## config.mk

```make
export PLATFORM = sky130hd
export DESIGN_NAME = cmd_timer
export DESIGN_NICKNAME = d
export VERILOG_FILES = /design/src/rtl/tmr_pkg.sv /design/src/rtl/tmr_ctrl_reg.sv /design/src/rtl/tmr_cmd_decode.sv /design/src/rtl/tmr_counter.sv /design/src/rtl/cmd_timer.sv
export SDC_FILE = /design/constraint.sdc
export NUM_CORES = 1
export LEC_CHECK = 0
export BUFFER_PORTS_ARGS = -buffer_cell sky130_fd_sc_hd__buf_2
export CAP_MARGIN = 20
export CORE_ASPECT_RATIO = 1.25
export CORE_UTILIZATION = 50
export DETAILED_ROUTE_END_ITERATION = 6
export PLACE_DENSITY = 0.79
export SETUP_SLACK_MARGIN = 0.4
export SLEW_MARGIN = 10
export SYNTH_ARGS = -nofsm -noshare
export SYNTH_HDL_FRONTEND = slang
export SYNTH_SLANG_ARGS = --single-unit
```

## constraint.sdc

```tcl
create_clock -name clk -period 6.2 [get_ports clk]
set_input_delay 1.24 -clock clk [delete_from_list [all_inputs] [get_ports clk]]
set_output_delay 1.24 -clock clk [all_outputs]
set_load 0.02 [all_outputs]
```

## src/rtl/tmr_pkg.sv

```systemverilog
package tmr_pkg;

    localparam int CTRL_W     = 5;
    localparam int CMD_W      = 3;
    localparam int ONESHOT_IX = 3;
    localparam int DIR_IX     = 4;

    typedef enum logic [CMD_W-1:0] {
        CMD_IDLE      = 3'd0,
        CMD_RESTART   = 3'd1,
        CMD_HALT      = 3'd2,
        CMD_FORCE_UPD = 3'd3,
        CMD_SNAPSHOT  = 3'd4,
        CMD_DMA_KICK  = 3'd5
    } tmr_cmd_e;

    typedef struct packed {
        logic             dir;
        logic             oneshot;
        logic [CMD_W-1:0] cmd;
    } tmr_ctrl_t;

    typedef struct packed {
        logic restart;
        logic halt;
        logic upd;
        logic snap;
        logic dma;
    } tmr_strobe_t;

    function automatic logic [CTRL_W-1:0] ctrl_to_bus(tmr_ctrl_t c);
        logic [CTRL_W-1:0] v;
        v = '0;
        v[CMD_W-1:0]  = c.cmd;
        v[ONESHOT_IX] = c.oneshot;
        v[DIR_IX]     = c.dir;
        return v;
    endfunction

endpackage

```

## src/rtl/tmr_ctrl_reg.sv

```systemverilog
module tmr_ctrl_reg
    import tmr_pkg::*;
(
    input  logic              clk,
    input  logic              rst,
    input  logic              wr_en,
    input  logic              wr_clr,
    input  logic [CTRL_W-1:0] wr_data,
    input  logic              exec,
    output tmr_ctrl_t         ctrl
);

    tmr_ctrl_t ctrl_nx;

    always_comb begin
        ctrl_nx = ctrl;
        // a tick consumes whatever command is pending
        if (exec) ctrl_nx.cmd = '0;
        if (wr_en) begin
            if (wr_clr) begin
                ctrl_nx.cmd     = ctrl_nx.cmd & ~wr_data[CMD_W-1:0];
                ctrl_nx.oneshot = ctrl_nx.oneshot & ~wr_data[ONESHOT_IX];
                ctrl_nx.dir     = ctrl_nx.dir & ~wr_data[DIR_IX];
            end else begin
                if (wr_data[CMD_W-1:0] != '0) ctrl_nx.cmd = wr_data[CMD_W-1:0];
                ctrl_nx.oneshot = ctrl_nx.oneshot | wr_data[ONESHOT_IX];
                ctrl_nx.dir     = ctrl_nx.dir | wr_data[DIR_IX];
            end
        end
    end

    always_ff @(posedge clk) begin
        if (rst) ctrl <= '0;
        else     ctrl <= ctrl_nx;
    end

    // a set-view write never drops the direction or one-shot bit
    assert_set_keeps_bits_R4: assert property (@(posedge clk) disable iff (rst)
        (wr_en && !wr_clr) |=> (ctrl.dir >= $past(ctrl.dir)) && (ctrl.oneshot >= $past(ctrl.oneshot)));

    // a clear-view write never raises a bit
    assert_clr_no_raise_R5: assert property (@(posedge clk) disable iff (rst)
        (wr_en && wr_clr && !exec) |=> (ctrl.dir <= $past(ctrl.dir)) && (ctrl.oneshot <= $past(ctrl.oneshot)));

endmodule

```

## src/rtl/tmr_cmd_decode.sv

```systemverilog
module tmr_cmd_decode
    import tmr_pkg::*;
(
    input  logic [CMD_W-1:0] cmd,
    input  logic             fire,
    output tmr_strobe_t      strobe
);

    always_comb begin
        strobe = '0;
        if (fire) begin
            case (cmd)
                CMD_RESTART:   strobe.restart = 1'b1;
                CMD_HALT:      strobe.halt    = 1'b1;
                CMD_FORCE_UPD: strobe.upd     = 1'b1;
                CMD_SNAPSHOT:  strobe.snap    = 1'b1;
                CMD_DMA_KICK:  strobe.dma     = 1'b1;
                default:       strobe         = '0;
            endcase
        end
    end

    // at most one action per tick
    always_comb begin
        assert ($onehot0(strobe));
    end

endmodule

```

## src/rtl/tmr_counter.sv

```systemverilog
module tmr_counter
    import tmr_pkg::*;
#(
    parameter int CW = 8
) (
    input  logic          clk,
    input  logic          rst,
    input  logic          tick,
    input  logic [CW-1:0] top,
    input  logic          dir,
    input  logic          oneshot,
    input  tmr_strobe_t   strobe,
    output logic [CW-1:0] count,
    output logic [CW-1:0] count_snap,
    output logic          running,
    output logic          ovf,
    output logic          unf,
    output logic          upd_pulse,
    output logic          dma_trig
);

    localparam logic [CW-1:0] ZERO = '0;

    logic at_top;
    logic at_bot;

    assign at_top = (count >= top);
    assign at_bot = (count == ZERO);

    always_ff @(posedge clk) begin
        if (rst) begin
            count      <= '0;
            count_snap <= '0;
            running    <= 1'b0;
            ovf        <= 1'b0;
            unf        <= 1'b0;
            upd_pulse  <= 1'b0;
            dma_trig   <= 1'b0;
        end else begin
            ovf       <= 1'b0;
            unf       <= 1'b0;
            upd_pulse <= 1'b0;
            dma_trig  <= 1'b0;
            if (tick) begin
                upd_pulse <= strobe.upd;
                dma_trig  <= strobe.dma;
                if (strobe.snap) count_snap <= count;
                if (strobe.restart) begin
                    count   <= dir ? top : ZERO;
                    running <= 1'b1;
                end else if (strobe.halt) begin
                    running <= 1'b0;
                end else if (running) begin
                    if (!dir) begin
                        if (at_top) begin
                            count <= ZERO;
                            ovf   <= 1'b1;
                            if (oneshot) running <= 1'b0;
                        end else begin
                            count <= count + 1'b1;
                        end
                    end else begin
                        if (at_bot) begin
                            count <= top;
                            unf   <= 1'b1;
                            if (oneshot) running <= 1'b0;
                        end else begin
                            count <= count - 1'b1;
                        end
                    end
                end
            end
        end
    end

    assert_hold_no_tick_R2: assert property (@(posedge clk) disable iff (rst)
        !tick |=> $stable(count) && $stable(running));

    assert_ovf_lands_zero_R8: assert property (@(posedge clk) disable iff (rst)
        ovf |-> count == ZERO);

    assert_unf_lands_top_R9: assert property (@(posedge clk) disable iff (rst)
        unf |-> count == $past(top));

    assert_wrap_exclusive_R8: assert property (@(posedge clk) disable iff (rst)
        $onehot0({ovf, unf}));

    assert_oneshot_halts_R10: assert property (@(posedge clk) disable iff (rst)
        ((ovf || unf) && $past(oneshot)) |-> !running);

    assert_pulse_needs_tick_R13: assert property (@(posedge clk) disable iff (rst)
        (dma_trig || upd_pulse) |-> $past(tick));

endmodule

```

## src/rtl/cmd_timer.sv

```systemverilog
module cmd_timer
    import tmr_pkg::*;
#(
    parameter int CW = 8
) (
    input  logic              clk,
    input  logic              rst,
    input  logic              wr_en,
    input  logic              wr_clr,
    input  logic [CTRL_W-1:0] wr_data,
    input  logic              tick,
    input  logic [CW-1:0]     top,
    output logic [CTRL_W-1:0] rd_data,
    output logic [CW-1:0]     count,
    output logic [CW-1:0]     count_snap,
    output logic              running,
    output logic              ovf,
    output logic              unf,
    output logic              upd_pulse,
    output logic              dma_trig
);

    tmr_ctrl_t   ctrl;
    tmr_strobe_t strobe;

    tmr_ctrl_reg u_ctrl (
        .clk     (clk),
        .rst     (rst),
        .wr_en   (wr_en),
        .wr_clr  (wr_clr),
        .wr_data (wr_data),
        .exec    (tick),
        .ctrl    (ctrl)
    );

    tmr_cmd_decode u_dec (
        .cmd    (ctrl.cmd),
        .fire   (tick),
        .strobe (strobe)
    );

    tmr_counter #(.CW(CW)) u_cnt (
        .clk        (clk),
        .rst        (rst),
        .tick       (tick),
        .top        (top),
        .dir        (ctrl.dir),
        .oneshot    (ctrl.oneshot),
        .strobe     (strobe),
        .count      (count),
        .count_snap (count_snap),
        .running    (running),
        .ovf        (ovf),
        .unf        (unf),
        .upd_pulse  (upd_pulse),
        .dma_trig   (dma_trig)
    );

    assign rd_data = ctrl_to_bus(ctrl);

    assert_cmd_self_clear_R3: assert property (@(posedge clk) disable iff (rst)
        (tick && !wr_en) |=> rd_data[CMD_W-1:0] == '0);

endmodule

```

# After elaboration in Yosys (flattened, before gate mapping)
# Cells that the tools add are included.
[totals] word_cells=64 in_bits=18 out_inout_bits=26 register_bits=26
[op_classes] muxes=26 eq_ne=6 n_bitwise=11 magnitude_cmp=1 reduce_logical=8 n_addsub=2
[ops] operator="8-bit 2-to-1 mux" n=7
[ops] operator="1-bit 2-to-1 mux" n=14
[ops] operator="6-bit OR reduction" n=2
[ops] operator="5-bit 2-to-1 mux" n=2
[ops] operator="3-bit 2-to-1 mux" n=3
[ops] operator="8-bit by 1-bit adder with 8-bit output, second input constant" n=1
[ops] operator="8-bit greater-or-equal comparator" n=1
[ops] operator="8-bit zero test" n=1
[ops] operator="8-bit by 1-bit subtractor with 8-bit output, second input constant" n=1
[ops] operator="3-bit by 2-bit equality test with 1-bit output, second input constant" n=2
[ops] operator="3-bit equality test, second input constant" n=2
[ops] operator="1-bit NOT" n=5
[ops] operator="3-bit bitwise AND" n=1
[ops] operator="3-bit by 1-bit equality test with 1-bit output, second input constant" n=1
[ops] operator="3-bit NOT" n=1
[ops] operator="3-bit AND reduction" n=1
[ops] operator="3-bit nonzero test" n=1
[ops] operator="1-bit bitwise AND" n=2
[ops] operator="2-bit by 1-bit inequality test with 1-bit output, second input constant" n=1
[ops] operator="1-bit bitwise OR" n=2
[ops] operator="2-bit AND reduction" n=1
[ops] operator="2-bit nonzero test" n=1
[ops] operator="2-bit OR reduction" n=1

# Longest topological paths before layout
# Gate-level depths: netlist of run 1.
[depth] depth_word=6 ltp_mapped=8 mapped_depth_nobuf=8

# Hierarchy
# From an unflattened synthesis of run 1, not the netlist that was laid out.
[unflattened] cells_unflattened=226 area_unflattened_um2=1850.5
[by_module_without_submodules] mod="tmr_counter" seq_area_each_um2=420.4 cells_per_inst=193 instances=1 area_per_inst_um2=1532.7
[by_module_without_submodules] mod="tmr_ctrl_reg" seq_area_each_um2=100.1 cells_per_inst=28 instances=1 area_per_inst_um2=257.7
[by_module_without_submodules] mod="tmr_cmd_decode" seq_area_each_um2=0.0 cells_per_inst=5 instances=1 area_per_inst_um2=60.1

# Least setup slack after synthesis of run 1
# Ideal clock, no wire load.
[synth_path] path_kind="input to register" from="input port top[2]" to="register u_cnt.count[3]" path_buffers=0 t_required_ns=6.142 t_arrival_ns=2.743 cell_stages=8 setup_slack_ns=3.399 setup_ns=0.058 cell_sequence="inv_1 -> ha_1 -> a211oi_1 -> o21ai_1 -> a211oi_2 -> and2_2 -> nor3b_1 -> o22a_1"
[synth_between] elab_chain_len=6
[synth_lines] item="from (decl)" line="cmd_timer.sv:12" rtl="input logic [CW-1:0] top,"
[synth_lines] item="8-bit greater-or-equal comparator" line="tmr_counter.sv:27" rtl="assign at_top = (count >= top);"
[synth_lines] item="8-bit 2-to-1 mux" line="tmr_counter.sv:55" rtl="if (at_top) begin"
[synth_lines] item="8-bit 2-to-1 mux" line="tmr_counter.sv:54" rtl="if (!dir) begin"
[synth_lines] item="8-bit 2-to-1 mux" line="tmr_counter.sv:53" rtl="end else if (running) begin"
[synth_lines] item="8-bit 2-to-1 mux" line="tmr_counter.sv:51" rtl="end else if (strobe.halt) begin"
[synth_lines] item="8-bit 2-to-1 mux" line="tmr_counter.sv:48" rtl="if (strobe.restart) begin"
[synth_lines] item="to (signal assigned)" line="tmr_counter.sv:49" rtl="count <= dir ? top : ZERO;"
[synth_lines] item="to (signal assigned)" line="tmr_counter.sv:60" rtl="count <= count + 1'b1;"
[synth_lines] item="to (signal assigned)" line="tmr_counter.sv:64" rtl="count <= top;"
[synth_lines] item="to (decl)" line="tmr_counter.sv:13" rtl="output logic [CW-1:0] count,"
# No other way between the ends. The select of a mux whose other input is x is not followed.
# A chain may end at the register's enable or synchronous reset.

# Worst setup path after layout of run 1
# Same ends and word-level chain as after synthesis.

==> metrics.md, run 1 <==
| Metric | Value |
|---|---|
| Ports | 44 |
| Routed WL | between 4000 and 5000 um |
| Final min period | 2.893 ns |
| Yosys warns | 0 |
| # diodes | 0 |
| Chip height | between 60 and 70 um |
| Synth top area share | 28.65% |
| Worst setup EP type | flop |
| Leakage | slightly below 0.9 nW |
| Area delta synth->final | 11.98% |
| Synth unique cells | 54 |
| CTS tree | yes |
| Clock skew | approximately 0.0023 ns |
| Layout cell share with drive strength beyond 1 | about a quarter |
| Number of synthesized flops with an enable pin | 0 |
| Cell Chain, Critical Path | buf_2 > inv_1 > ha_1 > a211oi_1 > o21ai_1 > a211oi_2 > and2_2 > nor3b_1 > o22a_1 |
| CTS Buf Count | 3 |
| Gate Count Post-Synth | around 220 |
| CP Max Fanout | 5 |
| Largest net degree at the start of global routing | 28 |
| Max-cap violations | 0 |
| Relative slew slack | 55.09% |
| Top-count cell post-synth | dfxtp_1 |
| Syn_nets | 250 |
| Worst-margin pin slew | just under 0.7 ns |
| Slowest-stage cell, CP | a211oi_2 |
| Core area | between 0.003 and 0.004 sq mm |
| Detail Route Antenna Nets | 0 |
| First DRT Iteration DRCs | between 40 and 50 |
| Vias | 1,731 |
| Register area share after synthesis | between 20 and 30% |
| Pre-antenna DRT Iters | 4 |
| Cts hold-fix bufs | 0 |
| Delay-heaviest family, CP | compound AO/OA/AOI/OAI gates |
| Post-cts resize count | 0 |
| Critical Path Max Stage Delay | about 0.38 ns |
| Clock-pin slew on the worst setup and hold paths | ~0.090 ns |
| Final Instance Area | 0.002034 sq mm |
| Synth area leaders | dfxtp_1 29%, ha_1 7.6%, nor2_1 5.2% |
| HP Class | reg2reg |
| Syn avg cell area | approximately 8 sq um |
| Critical Path Start Type | input pin |
| Number of synthesized register bits | 26 |
| Synth Flop Type | dfxtp_1 |
| Pwr Total | about 0.39 mW |
| CTS Sinks | 26 |
| Post-DP Area | approximately 0.0020 sq mm |
| CTS Root Cell | clkbuf_8 |
| Vias per cell | around 6.0 |
| CTS Buffer Depth | 2 |
| Clock Latency Late Sink | around 0.26 ns |
| Final setup vio count | 0 |
| Synth top cells by count | 26 x dfxtp_1, 25 x nor2_1, 16 x a21oi_1, 15 x nand2_1, 14 x inv_1 |
| Antenna violations before repair | 0 |
| Cell Pwr Density | approximately 190 mW/mm^2 |
| DRC | 0 |
| Worst Path Arrival | just over 3 ns |
| Outcome | finished, final reports clean |
| Async set-reset flop share out of synthesis | 0% |
| HPWL Detailed | between 3000 and 4000 um |
| Fin. Hold Viols | 0 |
| Critical path buffers and inverters | 2 |
| Initial core utilization | a little over half |
| H-tree levels | 1 |
| Port Buffers | 43 |
| Synth area leader | dfxtp_1 |
| First-pass GRT wire length | about 7200 um |
| Die area | between 0.003 and 0.004 sq mm |
| Final TNS setup | 0 ns |
| Crit Path Category | in2reg |
| Nets | between 200 and 300 |
| Die width | ~56 um |
| GRT Residual Overflow | 0 |
| Post-CTS Setup Inserts | 0 |
| Final Max Tran Viols | 0 |
| RD Place Congestion | ~0.9 |
| RSZ-0062 raised after global routing | false |
| Finished Core Util | a little under 60% |
| Number of global-route vias before repair | roughly 1,600 |
| Period utilisation layout | a little under half |
| GR Util All Layers | between 20% and 30% |
| WP data required | about 6.4 ns |
| Fmax | ~350 MHz |
| Row cnt | 24 |
| VDD IR max | 0.0001562 V |
| Drt wl/cell | 14.53 um |
| Synthesized cell area | approximately 0.0018 sq mm |
## state kept, by name, summed over array words and instances, names as in the netlist, named ones only
name              count
u_cnt.count           8
u_cnt.count_snap      8
u_ctrl.ctrl           3
u_cnt.dma_trig        1
u_cnt.ovf             1
u_cnt.running         1
u_cnt.unf             1
u_cnt.upd_pulse       1
## stage by stage
| step | setup slack [ns] | cells | hold slack (ns) |
|---|---|---|---|
| 2_1_floorplan | 3.399 | 221 | 0.5045 |
| 5_1_grt | 3.122 | 290 | 0.5454 |
| 4_1_cts | 3.331 | 290 | 0.5045 |
| 3_3_place_gp | 3.152 | 286 | 0.4769 |
| 6_report | 3.307 | 290 | 0.4955 |
| 3_5_place_dp | 3.042 | 286 | 0.4824 |
## final timing paths
kind | end | from | depth (start not counted) | slack [ns]
max reg2reg | u_cnt.count[3]$_SDFFE_PP0P_ | u_cnt.count[2]$_SDFFE_PP0P_ | 7 | 3.76
min | u_cnt.count_snap[7]$_SDFFE_PP0P_ | u_cnt.count_snap[7]$_SDFFE_PP0P_ | 2 | 0.50
max | u_cnt.count[3]$_SDFFE_PP0P_ | top[2] | 9 | 3.31
min reg2reg | u_cnt.count_snap[7]$_SDFFE_PP0P_ | u_cnt.count_snap[7]$_SDFFE_PP0P_ | 2 | 0.50
## worst reg2reg max path: cells and delay by family (launching register included)
kind            cells  cell delay, ns
simple gates        2            0.50
flops               1            0.62
fa+ha+maj           1            0.34
compound gates      4            0.93
## cell type report
| class | count | area [sq um] |
|---|---|---|
| timing repair buffer | 43 | 215.2 |
| tap | 39 | 48.80 |
| sequential | 26 | 520.5 |
| multi-input combinational | 163 | 1139 |
| inverter | 15 | 56.30 |
| fill | 317 | 1449 |
| clock buffer | 4 | 55.05 |
## cell families after synthesis
logic type / synth area share (%)
AOI/OAI and AO/OA: 24.59
xor gates and xnor gates: 2.410
adders and majority gates: 7.576
buffers and inverters: 8.677
DFF: 28.65
muxes: 5.234
and+or+nand+nor: 22.87
## cell usage in the layout (no fill, tap or decap), drive strengths merged, types with 3 or more instances in the layout
cell	Yosys	final
a211oi	4	4
a21oi	18	18
a221oi	4	4
a311oi	3	3
a31oi	4	4
a32oi	3	3
buf	13	43
clkbuf	4	4
dfxtp	26	26
ha	11	11
inv	15	15
mux2i	8	8
nand2	15	15
nand3	4	4
nor2	26	26
nor2b	3	3
nor3	7	7
nor3b	3	3
o211ai	3	3
o21ai	14	14
or3	3	3
xnor2	5	5
## power by group
| group | switching [mW] | leakage, nW | internal [mW] |
|---|---|---|---|
| Combinational | 0.0566 | 0.643 | 0.0418 |
| Clock | 0.0511 | 0.0288 | 0.0567 |
| Sequential | 0.0123 | 0.210 | 0.171 |
## layer usage
metal / vias to the layer above / share of wire, % / global-route usage, %
met5: - / 0 / 0
li1: 861 / - / -
met2: 47 / 48 / 37.62
met3: 9 / 4.2 / 2.052
met1: 814 / 45 / 29.79
met4: 0 / 3.3 / 11.11
Note: power is estimated with default switching activity, not from simulation.
==> run 2: changes to the inputs <==
==> constraint.sdc (replaced) <==
create_clock -name clk -period 2.8 [get_ports clk]
set_input_delay 0.56 -clock clk [delete_from_list [all_inputs] [get_ports clk]]
set_output_delay 0.56 -clock clk [all_outputs]
set_load 0.02 [all_outputs]
==> run 2 against run 1 <==
Clock-buffer cell count unchanged. First-iteration DRC count up 73%. Clock skew down 0.00084 ns. Global-route usage up 0.50 points. Non-clock buffer count up 5. Flip-flop and latch count unchanged. Design area up 1.8%. Wire length up 5.0%. Largest cell class unchanged. Via count up 0.87%.
==> metrics.md, run 2 (same netlist as run 1, synthesis figures left out) <==
| Metric | Value |
|---|---|
| Die width | 55.92 um (unchanged) |
| Switching power | 0.2769 mW (+130%) |
| First DRT Iteration DRCs | 85 (+73%) |
| Post-CTS Setup Inserts | 0 (unchanged) |
| Crit Path Category | reg2reg |
| Delay-heaviest family, CP | compound AO/OA/AOI/OAI gates |
| Final Max Tran Viols | 0 (unchanged) |
| Fillers | 324 (+2.2%) |
| DRC | 0 (unchanged) |
| Core area | 0.003483 sq mm (unchanged) |
| Initial core utilization | 52.16% (unchanged) |
| Area delta synth->final | 14.05% |
| CTS tree | yes |
| Slowest-stage cell, CP | dfxtp_1 |
| Int Pwr | 0.6012 mW (+120%) |
| Relative slew slack | 52.46% (-2.6 points) |
| Pwr Total | 0.8781 mW (+130%) |
| Finished Core Util | 59.48% (+1.1 points) |
| Antenna violations before repair | 0 (unchanged) |
| CTS Buf Count | 3 (unchanged) |
| Worst-margin pin slew | 0.7122 ns (+0.03945 ns) |
| Comb power frac | 26.9% (+1.7 points) |
| HPWL Detailed | 3368 um (+6.0%) |
| # diodes | 0 (unchanged) |
| RSZ-0062 raised after global routing | true |
| Routed WL | 4425 um (+5.0%) |
| Worst setup EP type | flop |
| Cell Chain, Critical Path | ha_1 > a21oi_1 > o21ai_0 > a211oi_2 > and2_2 > a221oi_1 > a211oi_1 |
| Worst Path Arrival | 2.42 ns (-0.69 ns) |
| Detail Route Antenna Nets | 0 (unchanged) |
| Most frequent cells in the layout | 43 x buf_2, 26 x dfxtp_1, 25 x nor2_1 |
| Fin. Hold Viols | 0 (unchanged) |
| Critical Path Start Type | flop |
| RD Place Congestion | 0.8959 (-2.6%) |
| Max-cap violations | 0 (unchanged) |
| Biggest regs | u_cnt.count x8, u_cnt.count_snap x8, u_ctrl.ctrl x3 |
| Flop pwr share | 45.3% (-1.8 points) |
| CTS Sinks | 26 (unchanged) |
| Cts hold-fix bufs | 0 (unchanged) |
| Final min period | ~2.2 ns |
| Leakage | 0.9093 nW (+3.1%) |
| Final TNS setup | 0 ns (unchanged) |
| Worst setup slack after layout | 0.5595 ns (-2.747 ns) |
| Largest net degree at the start of global routing | 28 (unchanged) |
| Port Buffers | 43 (unchanged) |
| Clock skew | 0.001462 ns (-0.0008399 ns) |
| HP Class | in2reg |
| Clock-pin slew on the worst setup and hold paths | 0.09 ns (about the same) |
| WP data required | 2.98 ns (-3.43 ns) |
| Worst slack, placed | 0.3237 ns (-2.718 ns) |
| Critical Path Max Stage Delay | 0.56 ns (+0.18 ns) |
| First-pass GRT wire length | 7286 um (+1.2%) |
| Top routing layer in use | met4 |
| Register area | 520.5 sq um (unchanged) |
| CTS Buffer Depth | 2 (unchanged) |
| Layout cell share with drive strength beyond 1 | 26.95% (+1.9 points) |
| Period utilisation layout | between 80% and 90% |
| Critical path buffers and inverters | 0 (-2) |
| Switch share | 31.53% (+0.73 points) |
| Multi-input gate area in the final layout | 0.001139 sq mm (unchanged) |
| Commonest non-fill, non-tap cell in the layout | buf_2 |
| Outcome | finished, final reports clean |
| Nets | 286 (+1.8%) |
| Number of global-route vias before repair | 1,609 (+3.4%) |
| Met2 Routed Length | 2105 um (+4.5%) |
| Clock share of power | 27.8% (about the same) |
| Drt wl/cell | 15.00 um (+3.2%) |
| CTS Root Cell | clkbuf_8 |
| Min Hold Slack | 0.4940 ns (-0.001445 ns) |
| Vias | 1,746 (+0.87%) |
| Ports | 44 (unchanged) |
| Fmax | between 400 and 500 MHz |
| Vias per cell | 5.919 (-0.84%) |
| CP Max Fanout | 8 (+3) |
| Final setup vio count | 0 (unchanged) |
| Die area | 0.003880 sq mm (unchanged) |
| Clock Latency Late Sink | 0.27 ns (about the same) |
| Pre-antenna DRT Iters | 4 (unchanged) |
| Chip height | 69.40 um (unchanged) |
| GR Util All Layers | 23.30% (+0.50 points) |
| Row cnt | 24 (unchanged) |
| H-tree levels | 1 (unchanged) |
| GRT Residual Overflow | 0 (unchanged) |
| Cell Pwr Density | 423.8 mW/mm^2 (+120%) |
| VDD IR max | 0.0003642 V (+130%) |
| Met1 WL | 1929 um (+2.2%) |
| Met3 routed WL | 206 um (+18%) |
run 2: cell count changes in the layout (fill, tap and decap cells not counted), sizes merged:
cell,change
buf,+5
run 2: worst paths after layout:
kind / cells past startpoint / slack [ns] / endpoint / startpoint
worst max-delay path: 7 / 0.56 / u_cnt.count[1]$_SDFFE_PP0P_ / u_cnt.count[7]$_SDFFE_PP0P_
worst min-delay path: 2 / 0.49 / flop / wr_data[4]
worst max register to register: 7 / 0.56 / u_cnt.count[1]$_SDFFE_PP0P_ / u_cnt.count[7]$_SDFFE_PP0P_
worst min register to register: 2 / 0.51 / u_cnt.count_snap[1]$_SDFFE_PP0P_ / u_cnt.count_snap[1]$_SDFFE_PP0P_
run 2: layout make-up:
type                    count  area share [%]
repair buffers             48           12.20
inverters                  15           2.717
well taps                  39           2.355
flip-flops and latches     26           25.12
clock buffers               4           2.657
multi-input cells         163           54.95
run 2: timing repair:
action,4_1_cts,5_1_grt
setup endpoints to repair,0,5
hold endpoints to repair,0,0
resized for setup,0,1
run 2: power groups by stage:
stage / sequential (mW) / clock [mW] / combinational [mW]
2_1_floorplan: 0.407 / 0 / 0.172
3_3_place_gp: 0.406 / 0 / 0.227
3_5_place_dp: 0.406 / 0 / 0.233
4_1_cts: 0.397 / 0.247 / 0.234
5_1_grt: 0.399 / 0.267 / 0.260
6_report: 0.398 / 0.244 / 0.237
run 2: metal layers:
layer  up-vias  global-route usage (%)
li1        869                       -
met3        14                   2.985
met1       807                   30.34
met2        56                   36.41
met4         0                   14.36
met5         -                       0
run 2: per-stage QoR:
step	cell area [sq um]	std cells
final	2072	295
after global routing	2072	295
after CTS	2072	295
after detailed placement	2017	291
after global placement	2017	291
after floorplan	1817	221
==> run 3: changes to the inputs <==
==> constraint.sdc (replaced) <==
create_clock -name clk -period 2.2 [get_ports clk]
set_input_delay 0.44 -clock clk [delete_from_list [all_inputs] [get_ports clk]]
set_output_delay 0.44 -clock clk [all_outputs]
set_load 0.02 [all_outputs]
==> run 3 against run 2 <==
Clock-buffer cell count unchanged. Sequential share of layout area is 1.9 points lower. Non-clock buffer count increased by 15. Critical path depth rose by 1. Clock power rose by 25%. Largest power group unchanged. Via count grew 8.7%. Largest cell class unchanged. Hold slack worse by 0.12 ns. Critical path type unchanged. Power grew 36%. Global-route usage grew 2.3 points. Design area up 14%. Core utilization is 8.2 points higher. Highest routed layer unchanged.
==> metrics.md, run 3 (same netlist as run 1, synthesis figures left out) <==
| Metric | Value |
|---|---|
| First DRT Iteration DRCs | 85 (unchanged) |
| RD Place Congestion | 0.8582 (-4.2%) |
| Max-cap violations | 0 (unchanged) |
| CTS Buffer Depth | 2 (unchanged) |
| Worst setup slack after layout | 0.3310 ns (-0.2284 ns) |
| Outcome | finished, final reports clean |
| Vias per cell | 6.123 (+3.4%) |
| Final min period | 1.869 ns (-0.3716 ns) |
| Clock skew | 0.003014 ns (+0.001552 ns) |
| Final TNS setup | 0 ns (unchanged) |
| RSZ-0062 raised after global routing | true |
| Cell Chain, Critical Path | ha_4 > o211ai_1 > nor2_1 > a211oi_2 > buf_4 > and2_4 > a221oi_2 > a211oi_1 |
| Vias | 1,898 (+8.7%) |
| GR Util All Layers | 25.59% (+2.3 points) |
| Port Buffers | 43 (unchanged) |
| # diodes | 0 (unchanged) |
| Worst-margin pin slew | 0.5155 ns (-0.1967 ns) |
| Die area | 0.003880 sq mm (unchanged) |
| Critical Path Start Type | flop |
| First-pass GRT wire length | 7990 um (+9.7%) |
| Routed WL | 4862 um (+9.9%) |
| Nets | 301 (+5.2%) |
| Number of global-route vias before repair | 1,792 (+11%) |
| Worst slack, placed | 0.03641 ns (-0.2873 ns) |
| Clock-pin slew on the worst setup and hold paths | 0.09 ns (about the same) |
| Biggest regs | u_cnt.count x8, u_cnt.count_snap x8, u_ctrl.ctrl x3 |
| Critical Path Max Stage Delay | 0.39 ns (-0.17 ns) |
| CTS tree | yes |
| Largest net degree at the start of global routing | 28 (unchanged) |
| Slowest-stage cell, CP | dfxtp_4 |
| Final Max Tran Viols | 0 (unchanged) |
| Fmax | 535.1 MHz (+20%) |
| Final setup vio count | 0 (unchanged) |
| H-tree levels | 1 (unchanged) |
| HP Class | in2reg |
| Cell Pwr Density | 505.9 mW/mm^2 (+19%) |
| CTS Buf Count | 3 (unchanged) |
| Fin. Hold Viols | 0 (unchanged) |
| Commonest non-fill, non-tap cell in the layout | buf_2 |
| Die width | 55.92 um (unchanged) |
| Clock Latency Late Sink | 0.27 ns (about the same) |
| Antenna violations before repair | 0 (unchanged) |
| CTS Root Cell | clkbuf_8 |
| Chip height | 69.40 um (unchanged) |
| Row cnt | 24 (unchanged) |
| DRC | 0 (unchanged) |
| WP data required | 2.37 ns (-0.61 ns) |
| GRT Residual Overflow | 0 (unchanged) |
| Crit Path Category | reg2reg |
| Layout cell share with drive strength beyond 1 | 43.17% (+16 points) |
| Detail Route Antenna Nets | 0 (unchanged) |
| Core area | 0.003483 sq mm (unchanged) |
| CTS Sinks | 26 (unchanged) |
| VDD IR max | 0.0004027 V (+11%) |
| CP Max Fanout | 6 (-2) |
| HPWL Detailed | 3433 um (+1.9%) |
| Period utilisation layout | 84.95% (+4.9 points) |
| Pre-antenna DRT Iters | 4 (unchanged) |
| Leakage | 1.002 nW (+10%) |
| Relative slew slack | 65.63% (+13 points) |
| Cts hold-fix bufs | 0 (unchanged) |
| Most frequent cells in the layout | 43 x buf_2, 25 x nor2_1, 19 x buf_4 |
| Min Hold Slack | 0.3754 ns (-0.1186 ns) |
| Initial core utilization | 52.16% (unchanged) |
| Area delta synth->final | 29.82% |
| Worst setup EP type | flop |
| Ports | 44 (unchanged) |
| Drt wl/cell | 15.68 um (+4.6%) |
| Worst Path Arrival | 2.04 ns (-0.38 ns) |
[run 3: cell types whose count changed in the layout (fill, tap and decap cells not counted), sizes merged]
cell	before	now
buf	48	63
[run 3: worst paths after layout]
check,startpoint,end,slack [ns],cells past startpoint
setup / recovery,u_cnt.count[3]$_SDFFE_PP0P_,u_cnt.count[1]$_SDFFE_PP0P_,0.33,8
hold / removal,wr_data[4],flop,0.38,2
setup reg to reg,u_cnt.count[3]$_SDFFE_PP0P_,u_cnt.count[1]$_SDFFE_PP0P_,0.33,8
hold reg to reg,u_cnt.count_snap[2]$_SDFFE_PP0P_,u_cnt.count_snap[2]$_SDFFE_PP0P_,0.50,2
[run 3: critical path, delay by kind of cell, from the launching register on]
family	cells	cell delay (ns)
and+or+nand+nor	2	0.28
DFF	1	0.39
buffers and inverters	1	0.17
AOI/OAI and AO/OA	4	0.70
adders and majority gates	1	0.24
[run 3: per-layer routing]
metal | vias up | wire length, um | GRT usage [%]
met2 | 96 | 2386 | 42.84
met5 | - | 0 | 0
met1 | 882 | 1955 | 31.74
li1 | 905 | - | -
met3 | 15 | 333 | 2.239
met4 | 0 | 187 | 15.18
[run 3: cell type report]
type / instances / area (sq um)
inverters: 15 / 66.31
fillers: 286 / 1125
repair buffers: 63 / 369.1
clock buffers: 4 / 55.05
multi-input cells: 163 / 1272
well taps: 39 / 48.80
flip-flops and latches: 26 / 546.8
[run 3: where the power goes]
group	leakage [nW]	internal, mW	switching, mW
Sequential	0.217	0.480	0.0237
Clock	0.0288	0.160	0.147
Combinational	0.756	0.176	0.207
Total	1.00	0.816	0.377
[run 3: through the flow]
step / cell area (sq um) / instances / power [mW] / utilization [%]
4_1_cts: 2331 / 308 / 1.183 / 66.92
5_1_grt: 2359 / 310 / 1.251 / 67.71
3_3_place_gp: 2135 / 295 / 0.8396 / 61.28
2_1_floorplan: 1904 / 221 / 0.7518 / -
6_report: 2359 / 310 / 1.193 / 67.71
3_5_place_dp: 2135 / 295 / 0.8454 / 61.28
[run 3: repair_timing]
item | in CTS | in global routing
setup buffers | 9 | 2
endpoints found under the setup margin | 9 | 9
pin swaps | 8 | 13
gates resized for setup | 16 | 7
